===== config.mk =====
export PLATFORM = sky130hd
export DESIGN_NAME = prescaled_reload_timer
export DESIGN_NICKNAME = d
export VERILOG_FILES = /design/src/rtl/prt_pkg.sv /design/src/rtl/prt_prescaler.sv /design/src/rtl/prt_counter.sv /design/src/rtl/prt_regs.sv /design/src/rtl/prescaled_reload_timer.sv
export SDC_FILE = /design/constraint.sdc
export NUM_CORES = 1
export LEC_CHECK = 0
export CAP_MARGIN = 20
export CORE_ASPECT_RATIO = 0.8
export CORE_MARGIN = 4
export CORE_UTILIZATION = 25
export CTS_BUF_LIST = sky130_fd_sc_hd__clkbuf_8
export CTS_CLUSTER_DIAMETER = 40
export CTS_CLUSTER_SIZE = 24
export DETAILED_ROUTE_END_ITERATION = 10
export GPL_ROUTABILITY_DRIVEN = 0
export PLACE_DENSITY = 0.49
export SLEW_MARGIN = 10
export SYNTH_ARGS = -nofsm -noshare
export SYNTH_HDL_FRONTEND = slang
export SYNTH_SLANG_ARGS = --single-unit
export TNS_END_PERCENT = 30

===== constraint.sdc =====
create_clock -name clk -period 3.3 [get_ports clk]
set_input_delay 0.66 -clock clk [delete_from_list [all_inputs] [get_ports clk]]
set_output_delay 0.66 -clock clk [all_outputs]
set_load 0.01 [all_outputs]

===== src/rtl/prt_pkg.sv =====
package prt_pkg;

  localparam int CSR_W = 12;

  typedef struct packed {
    logic [1:0] csel;
    logic [2:0] mode;
    logic       oen;
    logic       olvl;
    logic       rld;
    logic       ien;
    logic       uf;
    logic       cnte;
    logic       trg;
  } csr_t;

  typedef enum logic [1:0] {
    ADDR_CSR = 2'd0,
    ADDR_RLD = 2'd1,
    ADDR_CNT = 2'd2
  } reg_addr_e;

  // Code 11 selects no tick source.
  function automatic logic csel_valid(input logic [1:0] c);
    return c != 2'b11;
  endfunction

  // Tick period is 2 * 4^c clocks; returns period - 1.
  function automatic logic [5:0] tick_limit(input logic [1:0] c);
    logic [5:0] period;
    period = 6'd2 << {c, 1'b0};
    return period - 6'd1;
  endfunction

  // The flag is set by an event, and only a written 0 clears it.
  function automatic logic flag_next(input logic cur, input logic set_ev,
                                     input logic wr, input logic wbit);
    return set_ev | (cur & ~(wr & ~wbit));
  endfunction

endpackage


===== src/rtl/prt_prescaler.sv =====
module prt_prescaler
  import prt_pkg::*;
#(
  parameter int PRE_W = 6
) (
  input  logic       clk,
  input  logic       rst_n,
  input  logic       active,
  input  logic       restart,
  input  logic [1:0] csel,
  output logic       tick
);

  logic [PRE_W-1:0] pre_q;
  logic [PRE_W-1:0] limit;

  assign limit = PRE_W'(tick_limit(csel));
  assign tick  = active && csel_valid(csel) && (pre_q == limit);

  always_ff @(posedge clk or negedge rst_n) begin
    if (!rst_n) begin
      pre_q <= '0;
    end else if (!active || restart || tick) begin
      pre_q <= '0;
    end else begin
      pre_q <= pre_q + 1'b1;
    end
  end

endmodule


===== src/rtl/prt_counter.sv =====
module prt_counter #(
  parameter int CNT_W = 16
) (
  input  logic             clk,
  input  logic             rst_n,
  input  logic             trig_ld,
  input  logic             tick,
  input  logic             rld,
  input  logic [CNT_W-1:0] reload,
  output logic [CNT_W-1:0] count,
  output logic             running,
  output logic             uflow
);

  logic [CNT_W-1:0] cnt_q;
  logic             run_q;

  // A trigger takes priority over a tick in the same cycle.
  assign uflow   = tick && !trig_ld && (cnt_q == '0);
  assign count   = cnt_q;
  assign running = run_q;

  always_ff @(posedge clk or negedge rst_n) begin
    if (!rst_n) begin
      cnt_q <= '0;
      run_q <= 1'b0;
    end else if (trig_ld) begin
      cnt_q <= reload;
      run_q <= 1'b1;
    end else if (uflow) begin
      cnt_q <= rld ? reload : '1;
      run_q <= rld;
    end else if (tick) begin
      cnt_q <= cnt_q - 1'b1;
    end
  end

endmodule


===== src/rtl/prt_regs.sv =====
module prt_regs
  import prt_pkg::*;
#(
  parameter int CNT_W  = 16,
  parameter int ADDR_W = 2,
  parameter int DATA_W = 16
) (
  input  logic              clk,
  input  logic              rst_n,
  input  logic              bus_sel,
  input  logic              bus_wr,
  input  logic [ADDR_W-1:0] bus_addr,
  input  logic [DATA_W-1:0] bus_wdata,
  output logic [DATA_W-1:0] bus_rdata,
  input  logic              uflow,
  input  logic [CNT_W-1:0]  count,
  output csr_t              csr,
  output logic [CNT_W-1:0]  reload,
  output logic              trig_ld
);

  csr_t             csr_q;
  csr_t             wcsr;
  logic [CNT_W-1:0] rld_q;
  logic             wr_csr;
  logic             wr_rld;

  assign wr_csr  = bus_sel && bus_wr && (bus_addr == ADDR_W'(ADDR_CSR));
  assign wr_rld  = bus_sel && bus_wr && (bus_addr == ADDR_W'(ADDR_RLD));
  assign wcsr    = csr_t'(bus_wdata[CSR_W-1:0]);
  assign trig_ld = wr_csr && wcsr.cnte && wcsr.trg;

  always_ff @(posedge clk or negedge rst_n) begin
    if (!rst_n) begin
      csr_q <= '0;
    end else begin
      if (wr_csr) begin
        csr_q.cnte <= wcsr.cnte;
        if (!csr_q.cnte) begin
          csr_q.csel <= wcsr.csel;
          csr_q.mode <= wcsr.mode;
          csr_q.oen  <= wcsr.oen;
          csr_q.olvl <= wcsr.olvl;
          csr_q.rld  <= wcsr.rld;
          csr_q.ien  <= wcsr.ien;
        end
      end
      csr_q.uf  <= flag_next(csr_q.uf, uflow, wr_csr, wcsr.uf);
      csr_q.trg <= 1'b0;
    end
  end

  always_ff @(posedge clk or negedge rst_n) begin
    if (!rst_n) begin
      rld_q <= '0;
    end else if (wr_rld) begin
      rld_q <= bus_wdata[CNT_W-1:0];
    end
  end

  always_comb begin
    bus_rdata = '0;
    if (bus_sel) begin
      unique case (bus_addr)
        ADDR_W'(ADDR_CSR): bus_rdata = DATA_W'(csr_q);
        ADDR_W'(ADDR_RLD): bus_rdata = DATA_W'(rld_q);
        ADDR_W'(ADDR_CNT): bus_rdata = DATA_W'(count);
        default:           bus_rdata = '0;
      endcase
    end
  end

  assign csr    = csr_q;
  assign reload = rld_q;

endmodule


===== src/rtl/prescaled_reload_timer.sv =====
module prescaled_reload_timer
  import prt_pkg::*;
#(
  parameter int CNT_W  = 16,
  parameter int ADDR_W = 2,
  parameter int DATA_W = 16,
  parameter int PRE_W  = 6
) (
  input  logic              clk,
  input  logic              rst_n,
  input  logic              bus_sel,
  input  logic              bus_wr,
  input  logic [ADDR_W-1:0] bus_addr,
  input  logic [DATA_W-1:0] bus_wdata,
  output logic [DATA_W-1:0] bus_rdata,
  output logic              irq
);

  csr_t             csr;
  logic [CNT_W-1:0] reload_val;
  logic [CNT_W-1:0] count;
  logic             trig_ld;
  logic             tick;
  logic             uflow;
  logic             run;
  logic             active;

  // Named event and state wires for the checker.
  logic             csr_cnte;
  logic             csr_rld;
  logic             csr_uf;
  logic             csr_ien;
  logic [1:0]       csr_csel;

  assign csr_cnte = csr.cnte;
  assign csr_rld  = csr.rld;
  assign csr_uf   = csr.uf;
  assign csr_ien  = csr.ien;
  assign csr_csel = csr.csel;
  assign active   = csr_cnte && run;
  assign irq      = csr_uf && csr_ien;

  prt_regs #(
    .CNT_W (CNT_W),
    .ADDR_W(ADDR_W),
    .DATA_W(DATA_W)
  ) u_regs (
    .clk      (clk),
    .rst_n    (rst_n),
    .bus_sel  (bus_sel),
    .bus_wr   (bus_wr),
    .bus_addr (bus_addr),
    .bus_wdata(bus_wdata),
    .bus_rdata(bus_rdata),
    .uflow    (uflow),
    .count    (count),
    .csr      (csr),
    .reload   (reload_val),
    .trig_ld  (trig_ld)
  );

  prt_prescaler #(
    .PRE_W(PRE_W)
  ) u_prescaler (
    .clk    (clk),
    .rst_n  (rst_n),
    .active (active),
    .restart(trig_ld),
    .csel   (csr_csel),
    .tick   (tick)
  );

  prt_counter #(
    .CNT_W(CNT_W)
  ) u_counter (
    .clk    (clk),
    .rst_n  (rst_n),
    .trig_ld(trig_ld),
    .tick   (tick),
    .rld    (csr_rld),
    .reload (reload_val),
    .count  (count),
    .running(run),
    .uflow  (uflow)
  );

endmodule


**Word-level counts from Yosys, hierarchy flattened**

Index checks and enable logic that the tools add are counted.

- Add/sub/neg operators: 3
- Equal/unequal tests: 4
- Shift operators: 1
- Mux-type cells: 9
- Bitwise logic cells: 6
- Reductions and logical operators: 20

Operators by type and width:

| operator | number |
|---|---|
| $mux 16 | 5 |
| $pmux 16 s3 | 1 |
| $logic_not 16->1 | 1 |
| $sub 16x1->16 const B | 1 |
| $logic_and 1x1->1 | 11 |
| $add 6x1->6 const B | 1 |
| $eq 6x6->1 | 1 |
| $mux 6 | 1 |
| $shl 2x3->6 const A | 1 |
| $sub 6x1->6 const B | 1 |
| $not 1->1 | 3 |
| $reduce_bool 3->1 | 1 |
| $and 1x1->1 | 2 |
| $eq 2x1->1 const B | 1 |
| $eq 2x2->1 const B | 1 |
| $logic_not 1->1 | 2 |
| $logic_not 2->1 | 1 |
| $logic_or 1x1->1 | 2 |
| $mux 1 | 2 |
| $ne 2x2->1 const B | 1 |
| $reduce_and 2->1 | 1 |
| $reduce_bool 2->1 | 1 |
| $or 1x1->1 | 1 |

- Flip-flop bits (word level): 50
- Input port bits: 22
- Output and inout bits: 17
- Logic and storage cells: 55

**Longest topological paths before layout**

- Depth after elaboration: 9
- Gate-level depth with buffers: 9
- Depth with buffers taken out: 7

**By module**

Synthesis repeated with hierarchy kept, for this count alone.

- Cell total of the unflattened synthesis: 294
- Area, all modules: 3,057.9 um^2

By module, submodules not included:

| module | instances | cells an instance | area each (um^2) | sequential area each (um^2) |
|---|---|---|---|---|
| prt_regs | 1 | 127 | 1,495.2 | 675.6 |
| prt_counter | 1 | 132 | 1,192.4 | 425.4 |
| prt_prescaler | 1 | 33 | 357.8 | 150.1 |
| prescaled_reload_timer | 1 | 2 | 12.5 | 0.0 |

**Worst setup path after synthesis**

OpenSTA, ideal clock, no wires.

- Kind: input-to-output
- Start point: input bus_addr[0]
- End point: output bus_rdata[2]
- Arrival time: 1.724 ns
- Data required time: 2.640 ns
- Path slack: 0.916 ns
- Cell stages on the path: 6
- Path buffers: 2
- Cells stage by stage: clkbuf_1 -> nor2b_1 -> clkbuf_1 -> nand2_1 -> o21ai_0 -> and2_1

- Word-level cells in the longest chain between the ends: 3
- Elaborated cells on any way between the ends: 5
- Classes of those cells: eq/ne (2); mux (2); reduce/logical (1)

RTL lines:

| item | RTL line | text |
|---|---|---|
| start, declared | prescaled_reload_timer.sv:13 | `input logic [ADDR_W-1:0] bus_addr,` |
| $eq 2x2->1, or another cell as far along | prt_regs.sv:64 | `unique case (bus_addr)` |
| $pmux 16 s3 (*) | prt_regs.sv:64 |  |
| $mux 16 (*) | prt_regs.sv:63 | `if (bus_sel) begin` |
| end, declared | prescaled_reload_timer.sv:15 | `output logic [DATA_W-1:0] bus_rdata,` |

Every way passes the cells marked *; elsewhere a longest branch is shown, timed or not.

**Worst setup path in the final report**

- Start point: input bus_addr[0]
- End point: output bus_rdata[7]

Same word-level chain as after synthesis.

==> flow_summary_export.csv <==
group,metric,value,unit
min_path,hold_class,"in2async",
final_layout,diodes,0,
setup_path,crit_required,2.64,ns
setup_path,cp.arrival,2.45,ns
placement,place_hpwl,5729,µm
cts,cts_buffers,5,
detailed_routing,drc,0,
sta,min_period,3.111,ns
synthesis,synth_edf_count,0,
power_and_ir_drop,peakVddDrop,0.1924,mV
final_layout,nFillCells,1111,
setup_path,startpoint_type,"input port",
power_and_ir_drop,p_total,1.873,mW
setup_path,path_class,"in2out",
detailed_routing,viasPerCell,4.964,
global_route,grt_pass1_vias,2277,
synthesis,syn_area,2854,µm²
flow_run,maxCapViolCount,0,
global_route,antenna_found_initial,0,
synthesis,synthArstFlopShare,1.000,
setup_path,end_kind,"output pin",
sta,hold_viol,0,
sta,fin_crit_sh,0.9426,
final_layout,nets,347,
cts,clkTransAtPathRegs,0.09,ns
floorplanning,io_pins,39,
cts,post_cts_buffers,0,
placement,place_area,3465,µm²
synthesis,yosysSeqAreaShare,0.4384,
synthesis,syn_inst,278,
synthesis,synth_cell_types,53,
sta,maxSlewViolCount,0,
setup_path,r2r-start,"u_prescaler.pre_q[3]",
sta,fin_tns_setup,0,ns
sta,worst_slack,0.1895,ns
setup_path,startpoint,"bus_addr[0]",
floorplanning,die_h,103.6,µm
floorplanning,fp.dieW,127.5,µm
floorplanning,start_util,0.2590,
cts,cts_resized,0,
detailed_routing,vias,2318,
final_layout,finish.utilization,0.3247,
synthesis,synthFlopType,"dfrtp_1",
global_route,grtUsageTotal,0.1189,
floorplanning,rows,34,
detailed_routing,first_pass_iters,4,
final_layout,fin_area,3577,µm²
sta,holdWs,0.3544,ns
sta,fin_worst_skew,0.009033,ns
placement,dp_slack,0.1783,ns
synthesis,syn-num-nets,302,
sta,max_freq,321.5,MHz
sta,rsz0062_at_grt,"no",
setup_path,crit_fanout,11,
floorplanning,die_area,13200,µm²
global_route,grt_pass1_wl,12700,µm
synthesis,ys_seq_elements,50,
cts,cts-root-buf,"clkbuf_8",
detailed_routing,wl_per_cell,16.53,µm
detailed_routing,wl,7720,µm
cts,cts_hold_buf,0,
synthesis,yosysWarnings,0,
power_and_ir_drop,powerDensity,523.5,nW/µm²
global_route,overflow,0,
final_layout,areaGrowthSynthToFinish,25.34,%
final_layout,drive_gt1_frac,0.1920,
power_and_ir_drop,leakagePower,1.408,nW
synthesis,syn_area_per_cell,10.27,µm²
cts,clock_sink_count,50,
cts,clkLatencyLatePin,0.30,ns
cts,htreeDepth,2,
detailed_routing,ant_nets,0,
placement,port-buffer-count,38,
cts,clockBufferDepth,2,
final_layout,layout.cells.non_filler,467,
sta,relSlewSlack,0.4193,
global_route,grt_max_degree,27,
outcome,status,"finished, final reports clean",
floorplanning,coreArea,11020,µm²
placement,place_inst,460,
sta,worstMarginPinSlew,0.8702,ns
cts,cts_tree,"built",
detailed_routing,first_iter_violations,143,
sta,setup_viol,0,
## state kept, by name (all words and copies together), names as in the netlist
name,flops
u_regs.csr,11
u_regs.reload,16
u_counter.count,16
u_prescaler.pre_q,6
u_counter.running,1
## where the power goes
| group | internal [mW] | switching [mW] |
|---|---|---|
| clock network | 0.243 | 0.211 |
| logic | 0.279 | 0.195 |
| registers | 0.757 | 0.187 |
| total | 1.28 | 0.593 |
## worst max-delay path, stage by stage
cell and delay, ns:
clkdlybuf4s50_1 0.55, nor2b_1 0.20, buf_4 0.22, nand2_1 0.07, o21ai_0 0.06, and2_1 0.14, clkdlybuf4s50_1 0.54
## cell usage after synthesis, drive strengths merged (3+ instances only)
master    n  area share
o21a      6       0.016
inv       5      0.0066
nand4     4      0.0088
o21ai    18       0.033
buf       4       0.011
and2     12       0.026
mux2i    15       0.053
nor3      7       0.012
o32a      8       0.028
a22oi     5       0.013
xor2      3      0.0092
nor2b     7       0.015
nor2     12       0.016
o31a      3      0.0096
nand3     7       0.012
a21oi     3      0.0053
a2bb2oi   3      0.0092
clkbuf   15       0.020
dfrtp    50        0.44
nor4      6       0.015
mux2     24       0.095
o31ai     4       0.011
or4       3       0.012
or3       3      0.0070
nand2    20       0.026
or2       3      0.0066
## cell families (layout without fill, tap and decap cells)
logic type,Yosys count,after routing,share of synthesized area
AOI/OAI and AO/OA,67,67,0.1745
xor gates and xnor gates,5,5,0.01535
adders and majority gates,2,2,0.008767
buffers and inverters,24,69,0.03726
DFF,50,50,0.4384
muxes,39,39,0.1473
and+or+nand+nor,91,91,0.1784
## per-layer routing
layer / part of all wire / wire, µm / GRT usage
met1: 0.55 / 4220 / 0.1906
met2: 0.42 / 3217 / 0.1615
met3: 0.029 / 223 / 0.02366
met4: 0.0075 / 58 / 0.02527
met5: 0 / 0 / 0
## placed cells by master, fill, tap and decap left out, types with 3 or more instances in the layout
master and instances:
nand2_1 20, a2bb2oi_1 3, clkdlybuf4s50_1 37, clkbuf_8 6, buf_4 19, nor2_1 12, mux2i_1 15, o31ai_1 4
a22oi_1 5, o32a_1 8, o21ai_0 17, a21oi_1 3, dfrtp_1 50, inv_1 5, mux2_2 24, nor4_1 5
nor2b_1 7, and2_1 12, nand3_1 7, nand4_1 4, xor2_1 3, nor3_1 7, or4_4 3, o21a_1 6
## final timing paths
check / end / cells after the start / slack [ns]
worst max-delay path: bus_rdata[7] / 7 / 0.19
max in group asynchronous: u_counter.count[13] / 2 / 2.28
worst min register to register: u_prescaler.pre_q[0] / 1 / 0.51
min in group clk: u_prescaler.pre_q[0] / 1 / 0.51
worst min-delay path: u_regs.csr[6] / 1 / 0.35
worst max register to register: u_counter.count[10] / 5 / 0.82
## final cells by class
| class | instances | area [µm²] | area share |
|---|---|---|---|
| multi-input combinational | 204 | 1496 | 0.4183 |
| sequential | 50 | 1251 | 0.3498 |
| clock buffer | 6 | 82.58 | 0.02308 |
| inverter | 5 | 18.77 | 0.005247 |
| clock inverter | 1 | 30.03 | 0.008395 |
| tap | 144 | 180.2 | 0.05037 |
| timing repair buffer | 57 | 518.0 | 0.1448 |
Power figures use the tool's default switching activity.
